--- config.mk ---
export PLATFORM = sky130hd
export DESIGN_NAME = crc_scan_engine
export DESIGN_NICKNAME = d
export VERILOG_FILES = /design/src/rtl/crc_scan_pkg.sv /design/src/rtl/crc_lane_pick.sv /design/src/rtl/crc_fold.sv /design/src/rtl/crc_scan_seq.sv /design/src/rtl/crc_scan_regs.sv /design/src/rtl/crc_scan_engine.sv
export SDC_FILE = /design/constraint.sdc
export NUM_CORES = 1
export LEC_CHECK = 0
export BUFFER_PORTS_ARGS = -buffer_cell sky130_fd_sc_hd__buf_2
export CAP_MARGIN = 20
export CORE_MARGIN = 2
export CORE_UTILIZATION = 35
export DETAILED_ROUTE_END_ITERATION = 7
export MAX_ROUTING_LAYER = met4
export SYNTH_ARGS = -nofsm -noshare
export SYNTH_HDL_FRONTEND = slang
export SYNTH_SLANG_ARGS = --single-unit
--- constraint.sdc ---
create_clock -name clk -period 35.5 [get_ports clk]
set_clock_uncertainty 0.1 [all_clocks]
set_input_delay 0 -clock clk [delete_from_list [all_inputs] [get_ports clk]]
set_output_delay 0 -clock clk [all_outputs]
set_load 0.05 [all_outputs]
--- src/rtl/crc_scan_pkg.sv ---
package crc_scan_pkg;

  typedef enum logic [1:0] {
    ST_IDLE,
    ST_FETCH_ADDR,
    ST_FETCH_CTRL,
    ST_STREAM
  } scan_state_e;

  localparam int CTRL_CNT_W   = 16;
  localparam int CTRL_WID_LO  = 24;
  localparam int CTRL_IE_BIT  = 27;

  localparam logic [2:0] SEL_BASE   = 3'd0;
  localparam logic [2:0] SEL_CFG    = 3'd1;
  localparam logic [2:0] SEL_CMD    = 3'd2;
  localparam logic [2:0] SEL_STATUS = 3'd3;
  localparam logic [2:0] SEL_CRC    = 3'd4;

  // reflected polynomial forms
  localparam logic [31:0] RPOLY_ETH  = 32'hEDB88320;
  localparam logic [31:0] RPOLY_CAST = 32'h82F63B78;
  localparam logic [31:0] RPOLY_C16  = 32'h00008408;

  function automatic logic sel_is16(input logic [1:0] sel);
    return sel[1];
  endfunction

  function automatic logic [31:0] sel_poly(input logic [1:0] sel);
    case (sel)
      2'd0:    return RPOLY_ETH;
      2'd1:    return RPOLY_CAST;
      default: return RPOLY_C16;
    endcase
  endfunction

  function automatic logic [5:0] wid_bits(input logic [1:0] wid);
    case (wid)
      2'd0:    return 6'd8;
      2'd1:    return 6'd16;
      default: return 6'd32;
    endcase
  endfunction

  function automatic logic [2:0] wid_step(input logic [1:0] wid);
    case (wid)
      2'd0:    return 3'd1;
      2'd1:    return 3'd2;
      default: return 3'd4;
    endcase
  endfunction

endpackage

--- src/rtl/crc_lane_pick.sv ---
module crc_lane_pick #(
  parameter int DW = 32
) (
  input  logic [DW-1:0] word,
  input  logic [1:0]    lane,
  input  logic [1:0]    wid,
  output logic [DW-1:0] unit
);
  always_comb begin
    case (wid)
      2'd0:    unit = {{(DW-8){1'b0}},  word[{lane, 3'b000} +: 8]};
      2'd1:    unit = {{(DW-16){1'b0}}, word[{lane[1], 4'b0000} +: 16]};
      default: unit = word;
    endcase
  end
endmodule

--- src/rtl/crc_fold.sv ---
module crc_fold #(
  parameter int CW = 32
) (
  input  logic [CW-1:0] crc_in,
  input  logic [CW-1:0] data,
  input  logic [5:0]    nbits,
  input  logic [CW-1:0] poly,
  output logic [CW-1:0] crc_out
);
  logic [CW-1:0] c;
  always_comb begin
    c = crc_in;
    for (int i = 0; i < CW; i++) begin
      if (i < int'(nbits))
        c = (c >> 1) ^ ((c[0] ^ data[i]) ? poly : '0);
    end
    crc_out = c;
  end
endmodule

--- src/rtl/crc_scan_seq.sv ---
module crc_scan_seq
  import crc_scan_pkg::*;
#(
  parameter int AW = 32,
  parameter int DW = 32
) (
  input  logic          clk,
  input  logic          rst,
  input  logic          start,
  input  logic [AW-1:0] base,
  input  logic [1:0]    poly_sel,
  input  logic          keep,
  output logic          mem_req,
  output logic [AW-1:0] mem_addr,
  input  logic          mem_ack,
  input  logic [DW-1:0] mem_rdata,
  output logic          busy,
  output logic          finish,
  output logic          job_ie,
  output logic          job16,
  output logic [DW-1:0] crc
);
  localparam logic [DW-1:0] ONES32 = '1;
  localparam logic [DW-1:0] ONES16 = DW'(32'h0000FFFF);

  scan_state_e              state;
  logic [AW-1:0]            base_q;
  logic [AW-1:0]            cur_q;
  logic [CTRL_CNT_W-1:0]    cnt_q;
  logic [1:0]               wid_q;
  logic [1:0]               psel_q;
  logic [DW-1:0]            unit;
  logic [DW-1:0]            folded;
  logic                     is16_new;

  assign busy     = (state != ST_IDLE);
  assign is16_new = sel_is16(poly_sel);
  assign job16    = sel_is16(psel_q);

  crc_lane_pick #(.DW(DW)) i_pick (
    .word (mem_rdata),
    .lane (mem_addr[1:0]),
    .wid  (wid_q),
    .unit (unit)
  );

  crc_fold #(.CW(DW)) i_fold (
    .crc_in  (crc),
    .data    (unit),
    .nbits   (wid_bits(wid_q)),
    .poly    (sel_poly(psel_q)),
    .crc_out (folded)
  );

  always_ff @(posedge clk) begin
    if (rst) begin
      state    <= ST_IDLE;
      mem_req  <= 1'b0;
      mem_addr <= '0;
      base_q   <= '0;
      cur_q    <= '0;
      cnt_q    <= '0;
      wid_q    <= '0;
      psel_q   <= '0;
      job_ie   <= 1'b0;
      crc      <= '0;
      finish   <= 1'b0;
    end else begin
      finish <= 1'b0;
      case (state)
        ST_IDLE: begin
          if (start) begin
            state    <= ST_FETCH_ADDR;
            mem_req  <= 1'b1;
            mem_addr <= base;
            base_q   <= base;
            psel_q   <= poly_sel;
            if (keep) crc <= is16_new ? (crc & ONES16) : crc;
            else      crc <= is16_new ? ONES16 : ONES32;
          end
        end
        ST_FETCH_ADDR: begin
          if (mem_ack) begin
            cur_q    <= mem_rdata[AW-1:0];
            mem_addr <= base_q + AW'(4);
            state    <= ST_FETCH_CTRL;
          end
        end
        ST_FETCH_CTRL: begin
          if (mem_ack) begin
            cnt_q  <= mem_rdata[CTRL_CNT_W-1:0];
            wid_q  <= mem_rdata[CTRL_WID_LO +: 2];
            job_ie <= mem_rdata[CTRL_IE_BIT];
            if (mem_rdata[CTRL_CNT_W-1:0] == '0) begin
              state   <= ST_IDLE;
              mem_req <= 1'b0;
              finish  <= 1'b1;
            end else begin
              state    <= ST_STREAM;
              mem_addr <= cur_q;
            end
          end
        end
        default: begin
          if (mem_ack) begin
            crc      <= folded;
            mem_addr <= mem_addr + AW'(wid_step(wid_q));
            cnt_q    <= cnt_q - 1'b1;
            if (cnt_q == CTRL_CNT_W'(1)) begin
              state   <= ST_IDLE;
              mem_req <= 1'b0;
              finish  <= 1'b1;
            end
          end
        end
      endcase
    end
  end
endmodule

--- src/rtl/crc_scan_regs.sv ---
module crc_scan_regs
  import crc_scan_pkg::*;
#(
  parameter int AW = 32,
  parameter int DW = 32
) (
  input  logic          clk,
  input  logic          rst,
  input  logic          reg_wr,
  input  logic          reg_rd,
  input  logic [2:0]    reg_sel,
  input  logic [DW-1:0] reg_wdata,
  output logic [DW-1:0] reg_rdata,
  input  logic          busy,
  input  logic          finish,
  input  logic          job_ie,
  input  logic [DW-1:0] crc,
  output logic [AW-1:0] base,
  output logic [1:0]    poly_sel,
  output logic          keep,
  output logic          start,
  output logic          done,
  output logic          irq
);
  logic clr_req;
  logic start_ok;

  assign start    = reg_wr && (reg_sel == SEL_CMD) && reg_wdata[0];
  assign start_ok = start && !busy;
  assign clr_req  = (reg_wr && (reg_sel == SEL_STATUS) && reg_wdata[1]) || start_ok;

  always_ff @(posedge clk) begin
    if (rst) begin
      base      <= '0;
      poly_sel  <= '0;
      keep      <= 1'b0;
      done      <= 1'b0;
      irq       <= 1'b0;
      reg_rdata <= '0;
    end else begin
      if (reg_wr && reg_sel == SEL_BASE) base <= reg_wdata[AW-1:0];
      if (reg_wr && reg_sel == SEL_CFG) begin
        poly_sel <= reg_wdata[1:0];
        keep     <= reg_wdata[2];
      end
      if (finish) begin
        done <= 1'b1;
        if (job_ie) irq <= 1'b1;
      end else if (clr_req) begin
        done <= 1'b0;
        irq  <= 1'b0;
      end
      if (reg_rd) begin
        case (reg_sel)
          SEL_BASE:   reg_rdata <= DW'(base);
          SEL_CFG:    reg_rdata <= DW'({keep, poly_sel});
          SEL_STATUS: reg_rdata <= DW'({done, busy});
          SEL_CRC:    reg_rdata <= crc;
          default:    reg_rdata <= '0;
        endcase
      end
    end
  end
endmodule

--- src/rtl/crc_scan_engine.sv ---
module crc_scan_engine #(
  parameter int AW = 32,
  parameter int DW = 32
) (
  input  logic          clk,
  input  logic          rst,
  input  logic          reg_wr,
  input  logic          reg_rd,
  input  logic [2:0]    reg_sel,
  input  logic [DW-1:0] reg_wdata,
  output logic [DW-1:0] reg_rdata,
  output logic          mem_req,
  output logic [AW-1:0] mem_addr,
  input  logic          mem_ack,
  input  logic [DW-1:0] mem_rdata,
  output logic          irq
);
  logic [AW-1:0] base_w;
  logic [1:0]    psel_w;
  logic          keep_w;
  logic          start_w;
  logic          busy_w;
  logic          finish_w;
  logic          ie_w;
  logic          job16_w;
  logic          done_w;
  logic [DW-1:0] crc_w;

  crc_scan_regs #(.AW(AW), .DW(DW)) i_regs (
    .clk(clk), .rst(rst),
    .reg_wr(reg_wr), .reg_rd(reg_rd), .reg_sel(reg_sel),
    .reg_wdata(reg_wdata), .reg_rdata(reg_rdata),
    .busy(busy_w), .finish(finish_w), .job_ie(ie_w), .crc(crc_w),
    .base(base_w), .poly_sel(psel_w), .keep(keep_w), .start(start_w),
    .done(done_w), .irq(irq)
  );

  crc_scan_seq #(.AW(AW), .DW(DW)) i_seq (
    .clk(clk), .rst(rst),
    .start(start_w), .base(base_w), .poly_sel(psel_w), .keep(keep_w),
    .mem_req(mem_req), .mem_addr(mem_addr), .mem_ack(mem_ack),
    .mem_rdata(mem_rdata),
    .busy(busy_w), .finish(finish_w), .job_ie(ie_w), .job16(job16_w),
    .crc(crc_w)
  );
endmodule

==> flow_summary.toml, run 1 <==
[logic_synthesis]
ys_ff_latch = 222
syn_nets = 3393
syn_area_per_cell_sq_um = 7.163
synth_cell_type_count = 128
yosysTopAreaCell = "dfxtp_1"
synth-edff-count = 0
synth_area_sq_mm = 0.02370
ys_warn_count = 0
async_flop_share = 0
synth_top_cell_area_share = 0.1875
synth_ff_type = "dfxtp_1"
synthCells = 3309
ys_top_cells_by_area = "dfxtp_1 19%, xnor2_1 14%, nand2_1 8.1%, a21oi_1 6.7%, nor2_1 5.7%"
seq_area_frac_synth = 0.1875

[sta]
timing.final.max_slew_violations = 0
slew_headroom = 0.2719
finalSetupViolCount = 0
period_share = 0.3932
period_needed_ns = 13.96
fmax_mhz = 71.63
worst_pin_slew_ns = 1.065
setup_tns_ns = 0
rsz0062_at_grt = "no"
finalHoldViolCount = 0

[layout]
fillerInstances = 6998
layout_commonest_cell = "nand2_1"
seq_area_sq_mm = 0.004449
drive_gt1_frac = 0.1097
final_cells = 4258
final_net_count = 3446
multi_input_area_sq_mm = 0.01823
syn2layout_area_growth_pct = 12.40
mostFrequentLayoutCells = "513 x nand2_1, 368 x xnor2_1, 354 x nor2_1, 319 x a21oi_1, 220 x dfxtp_1"

[global_routing]
grt_pass1_vias = 23280
grt_max_degree = 95
grt_usage = 0.2785
grt-ovfl-total = 0
grt_antenna_before_repair = 3
grt_first_pass_wirelength_mm = 147.1

[floorplan]
io_pins = 138
fp.coreArea_sq_mm = 0.06716
die_w_microns = 264.2
dieArea_sq_mm = 0.06981
start_util = 0.3529
rows = 95
die_y_microns = 264.2

[power_and_ir_drop]
power_switching_uw = 740.3
p_clk_frac = 0.175
intPower_uw = 834.7
powerDensity_mw_per_mm2 = 59.12
switching_share = 0.4700
pwr-share-seq = 0.169
peakVddDrop_v = 0.00003507
finalPower_mw = 1.575
p_leak_nw = 9.455
combPwrFrac = 0.656

[detailed_routing]
drtIter0Drc = 3605
routed_wl_mm = 98.98
via_count = 25650
first_pass_iters = 7
ant_nets = 0
post_drt_wl_per_cell_microns = 23.25
drcViolationCount = 0
detail_route.vias_per_cell = 6.025

[setup_path]
crit_fanout = 56
endpoint_kind = "flip-flop"
critical_path_required_ns = 35.84
cpMaxStageDelayCell = "nor2_1"
crit_type = "flip-flop to flip-flop"
crit_arrival_ns = 14.30
worstSetupStartpointType = "flip-flop"
max_stage_delay_ns = 0.87

[flow_run]
drv_cap = 0

[clock_tree]
numCtsBuffers = 26
cts_resized = 0
clkSlewWorstSetupHoldPaths_ns = 0.06
cts_htree_levels = 1
clk_latency_ns = 0.55
tritoncts = "built"
cts_hold_buf = 70
cts_buffer_depth = 3
root_buffer = "clkbuf_16"
cts_sinks = 222
postCtsSetupBuffers = 0

[place]
dp_cells = 4134
io_buffers = 137
hpwl_mm = 72.81
gp_congestion = 1.032

[worst_hold_path]
hold_class = "primary input to flip-flop"

[run_status]
status = "finished, final reports clean"
## stage by stage
step | hold slack [ns] | utilization | setup slack, ns | cell area, sq um
6_report | 0.02560 | 0.3967 | 21.54 | 26640
3_5_place_dp | 0.1474 | 0.3719 | 22.04 | 24970
3_3_place_gp | 0.1421 | 0.3719 | 22.29 | 24970
2_1_floorplan | 0.03596 | - | 24.16 | 23700
5_1_grt | 0.08410 | 0.3966 | 20.93 | 26640
4_1_cts | 0.008582 | 0.3953 | 21.97 | 26550
## worst paths after layout
check | from | end | slack [ns] | cells after the start
worst max-delay path | i_seq.wid_q[1] | i_seq.crc[12] | 21.54 | 38
worst min register to register | i_seq.base_q[12] | i_seq.base_q[12] | 0.36 | 2
worst max register to register | i_seq.wid_q[1] | i_seq.crc[12] | 21.54 | 38
worst min-delay path | reg_rd | i_regs.reg_rdata[29] | 0.03 | 4
## worst max-delay path: cells and delay by family, from the launching register on
kind	cells	cell delay [ns]
xor+xnor	7	2.85
buf+inv	4	1.59
fa+ha+maj	1	0.31
compound gates	12	3.56
mux	3	1.21
simple gates	11	3.87
flops	1	0.31
## cell usage after synthesis (9+ instances only)
library cell / count
nor2b_1: 36
o211ai_1: 12
nor2_1: 358
nand4_1: 27
o21bai_1: 11
o21ai_1: 16
a211oi_1: 42
and3_1: 32
a22o_1: 47
nand2b_1: 20
nand2_1: 514
nor3_1: 67
o31ai_1: 9
xnor2_1: 368
dfxtp_1: 222
o22ai_1: 18
or3_1: 22
a22oi_1: 26
nor4_1: 28
xnor3_1: 20
and2_1: 27
xnor2_2: 15
a32o_1: 9
and4_1: 9
mux2i_1: 65
ha_1: 11
a21boi_0: 10
a31oi_1: 19
a21o_1: 14
clkbuf_1: 173
o21a_1: 19
nand3_1: 82
buf_2: 19
a21oi_1: 319
xor2_1: 103
mux2_2: 14
a211o_1: 9
inv_1: 27
a221oi_1: 37
buf_1: 33
o21ai_0: 173
## layer usage
metal | vias to the layer above | share of wire | GRT usage | wire length (microns)
met5 | - | 0 | - | 0
met4 | 0 | 0.056 | 0.1325 | 5520
met3 | 275 | 0.10 | 0.04101 | 10030
li1 | 11830 | - | - | -
met2 | 1544 | 0.43 | 0.4121 | 42190
met1 | 12010 | 0.42 | 0.3714 | 41240
## cells by family (layout without fill, tap and decap cells)
logic type      Yosys count  in the layout  share of synthesized area
simple gates           1291           1291                     0.2505
compound gates          913            913                     0.2560
xor+xnor                516            516                     0.2127
buf+inv                 268            340                    0.04598
flops                   222            222                     0.1875
mux                      87             87                    0.04059
fa+ha+maj                12             12                   0.006651
other cells               0              4                          0
## sequential cells by signal, indices dropped and copies added, names as in the netlist, 16 cells and up
signal	flops
i_regs.reg_rdata	32
i_seq.crc	32
i_seq.mem_addr	32
i_seq.base_q	32
i_seq.cnt_q	16
i_seq.cur_q	32
i_regs.base	32
## layout make-up
cell class / count / area share
Clock inverter: 11 / 0.005777
Clock buffer: 36 / 0.02696
Timing Repair Buffer: 262 / 0.07003
Inverter: 31 / 0.004368
Tap cell: 873 / 0.04100
Multi-Input combinational cell: 2819 / 0.6845
Sequential cell: 222 / 0.1670
Antenna cell: 4 / 0.0003757
## power by group through the flow
stage	sequential, mW	combinational, mW	clock (mW)
after floorplan	0.271	0.758	0
after global placement	0.271	0.993	0
after detailed placement	0.271	0.990	0
after CTS	0.265	1.00	0.279
after global routing	0.266	1.09	0.288
final	0.266	1.03	0.276
Note: power is estimated with default switching activity, not from simulation.
==> run 2: changes to the inputs <==
Clock period 35.5 ns to 14.6 ns, I/O delays scaled along.
==> run 2 against run 1 <==
The flow now finishes with violations (design-rule violations). Total power is 150% higher. Core utilization increased by 0.40 points. First-iteration DRC count fell by 6.6%. Clock-buffer cell count down 5. Critical endpoint is now i_seq.crc[6]. Largest cell class unchanged. Largest power group unchanged.
==> flow_summary.toml, run 2 (synthesis results as in run 1) <==
[floorplan]
dieArea_sq_mm = 0.06981
io_pins = 138
start_util = 0.3529
fp.coreArea_sq_mm = 0.06716
die_y_microns = 264.2
die_w_microns = 264.2
rows = 95

[setup_path]
cp_num_buf_inv = 4
critical_path_required_ns = 14.94
crit_arrival_ns = 12.61
crit_top_cell = "xnor2_1"
endpoint_kind = "flip-flop"
max_stage_delay_ns = 0.75
path_delay_family = "XOR/XNOR gates"
crit_fanout = 23
crit_type = "flip-flop to flip-flop"
cpMaxStageDelayCell = "xnor3_1"
worstSetupStartpointType = "flip-flop"
r2r_slack_ns = 2.33

[clock_tree]
postCtsSetupBuffers = 0
root_buffer = "clkbuf_16"
cts_sinks = 222
tritoncts = "built"
clkSlewWorstSetupHoldPaths_ns = 0.06
numCtsBuffers = 26
clk_latency_ns = 0.56
cts_htree_levels = 1
cts_buffer_depth = 3

[layout]
drive_gt1_frac = 0.1115
final_cells = 4275
layout_commonest_cell = "nand2_1"
syn2layout_area_growth_pct = 13.52
mostFrequentLayoutCells = "513 x nand2_1, 368 x xnor2_1, 354 x nor2_1, 319 x a21oi_1, 220 x dfxtp_1"
final_net_count = 3464

[global_routing]
grt_usage = 0.2809
grt-ovfl-total = 0
grt_pass1_vias = 23070
grt_max_degree = 92
grt_antenna_before_repair = 4
grt_first_pass_wirelength_mm = 148.1

[power_and_ir_drop]
powerDensity_mw_per_mm2 = 145.6
p_leak_nw = 9.586
peakVddDrop_v = 0.00008750

[sta]
worst_pin_slew_ns = 1.109
finalHoldViolCount = 0
fin_ws_ns = 2.328
slew_headroom = 0.2600
timing.final.max_slew_violations = 0
setup_tns_ns = 0
rsz0062_at_grt = "no"
period_share = 0.8405
fmax_mhz = 81.49
period_needed_ns = 12.27
finalSetupViolCount = 0

[worst_hold_path]
hold_class = "primary input to flip-flop"

[detailed_routing]
post_drt_wl_per_cell_microns = 23.25
ant_nets = 0
drcViolationCount = 3
routed_wl_mm = 99.40
first_pass_iters = 8
detail_route.vias_per_cell = 5.966
via_count = 25510
drtIter0Drc = 3366

[run_status]
violations = "design-rule violations"
status = "finished with violations"

[place]
dp_slack_ns = 2.270
hpwl_mm = 73.03
gp_congestion = 1.004
dp_cells = 4134
io_buffers = 137

[flow_run]
drv_cap = 0
-- run 2: changes by cell type in the layout (fill, tap and decap cells not counted) --
cell and change:
buf_16 -1, buf_4 -2, buf_6 +3, bufinv_16 +3, clkbuf_1 -6, clkbuf_4 +1
clkbuf_8 +1, clkinv_2 +1, clkinv_4 +1, clkinvlp_4 +1, diode_2 -2, dlygate4sd3_1 +17
-- run 2: what timing repair did --
| item | CTS | global route |
|---|---|---|
| hold buffers | 87 | 0 |
| resized for setup | 0 | 0 |
| endpoints found under the hold margin | 133 | 0 |
| endpoints found under the setup margin | 0 | 0 |
-- run 2: power breakdown --
part	internal, mW	switching, mW
registers	0.621	0.0243
logic	1.02	1.51
clock network	0.455	0.284
total	2.09	1.82
-- run 2: path summary, 6_finish.rpt --
kind                                       start                    to  cells after the start
worst max-delay path              i_seq.wid_q[0]          i_seq.crc[6]                     36
worst min-delay path                      reg_rd  i_regs.reg_rdata[22]                      4
worst max register to register    i_seq.wid_q[0]          i_seq.crc[6]                     36
worst min register to register  i_seq.base_q[12]      i_seq.base_q[12]                      2
-- run 2: cell type report --
class	instances	area, sq um
timing repair buffer	280	2034
inverter	31	116.4
antenna	2	5.005
sequential	222	4449
clock buffer	31	709.4
tap	873	1092
multi-input combinational	2819	18230
fill	7052	40250
clock inverter	17	265.3
-- run 2: routing by layer --
layer | track usage | routed length, microns | vias up
met5 | - | 0 | -
met4 | 0.1049 | 4424 | 0
met3 | 0.03384 | 9053 | 242
met2 | 0.4232 | 43410 | 1335
met1 | 0.3838 | 42510 | 12080
li1 | - | - | 11850
-- run 2: worst min-delay path: stages --
cell	delay, ns
buf_2	0.34
nor2b_1	0.19
a21oi_1	0.05
nor2_1	0.07
-- run 2: metrics by stage --
| stage | instance area, sq um | total power [mW] | utilization | hold WS (ns) |
|---|---|---|---|---|
| after floorplan | 23700 | 2.503 | - | 0.03596 |
| after global placement | 24960 | 3.089 | 0.3716 | 0.1455 |
| after detailed placement | 25000 | 3.083 | 0.3722 | 0.1477 |
| after CTS | 26840 | 3.846 | 0.3997 | 0.009964 |
| after global routing | 26910 | 4.099 | 0.4006 | 0.06696 |
| final | 26910 | 3.917 | 0.4006 | 0.03472 |
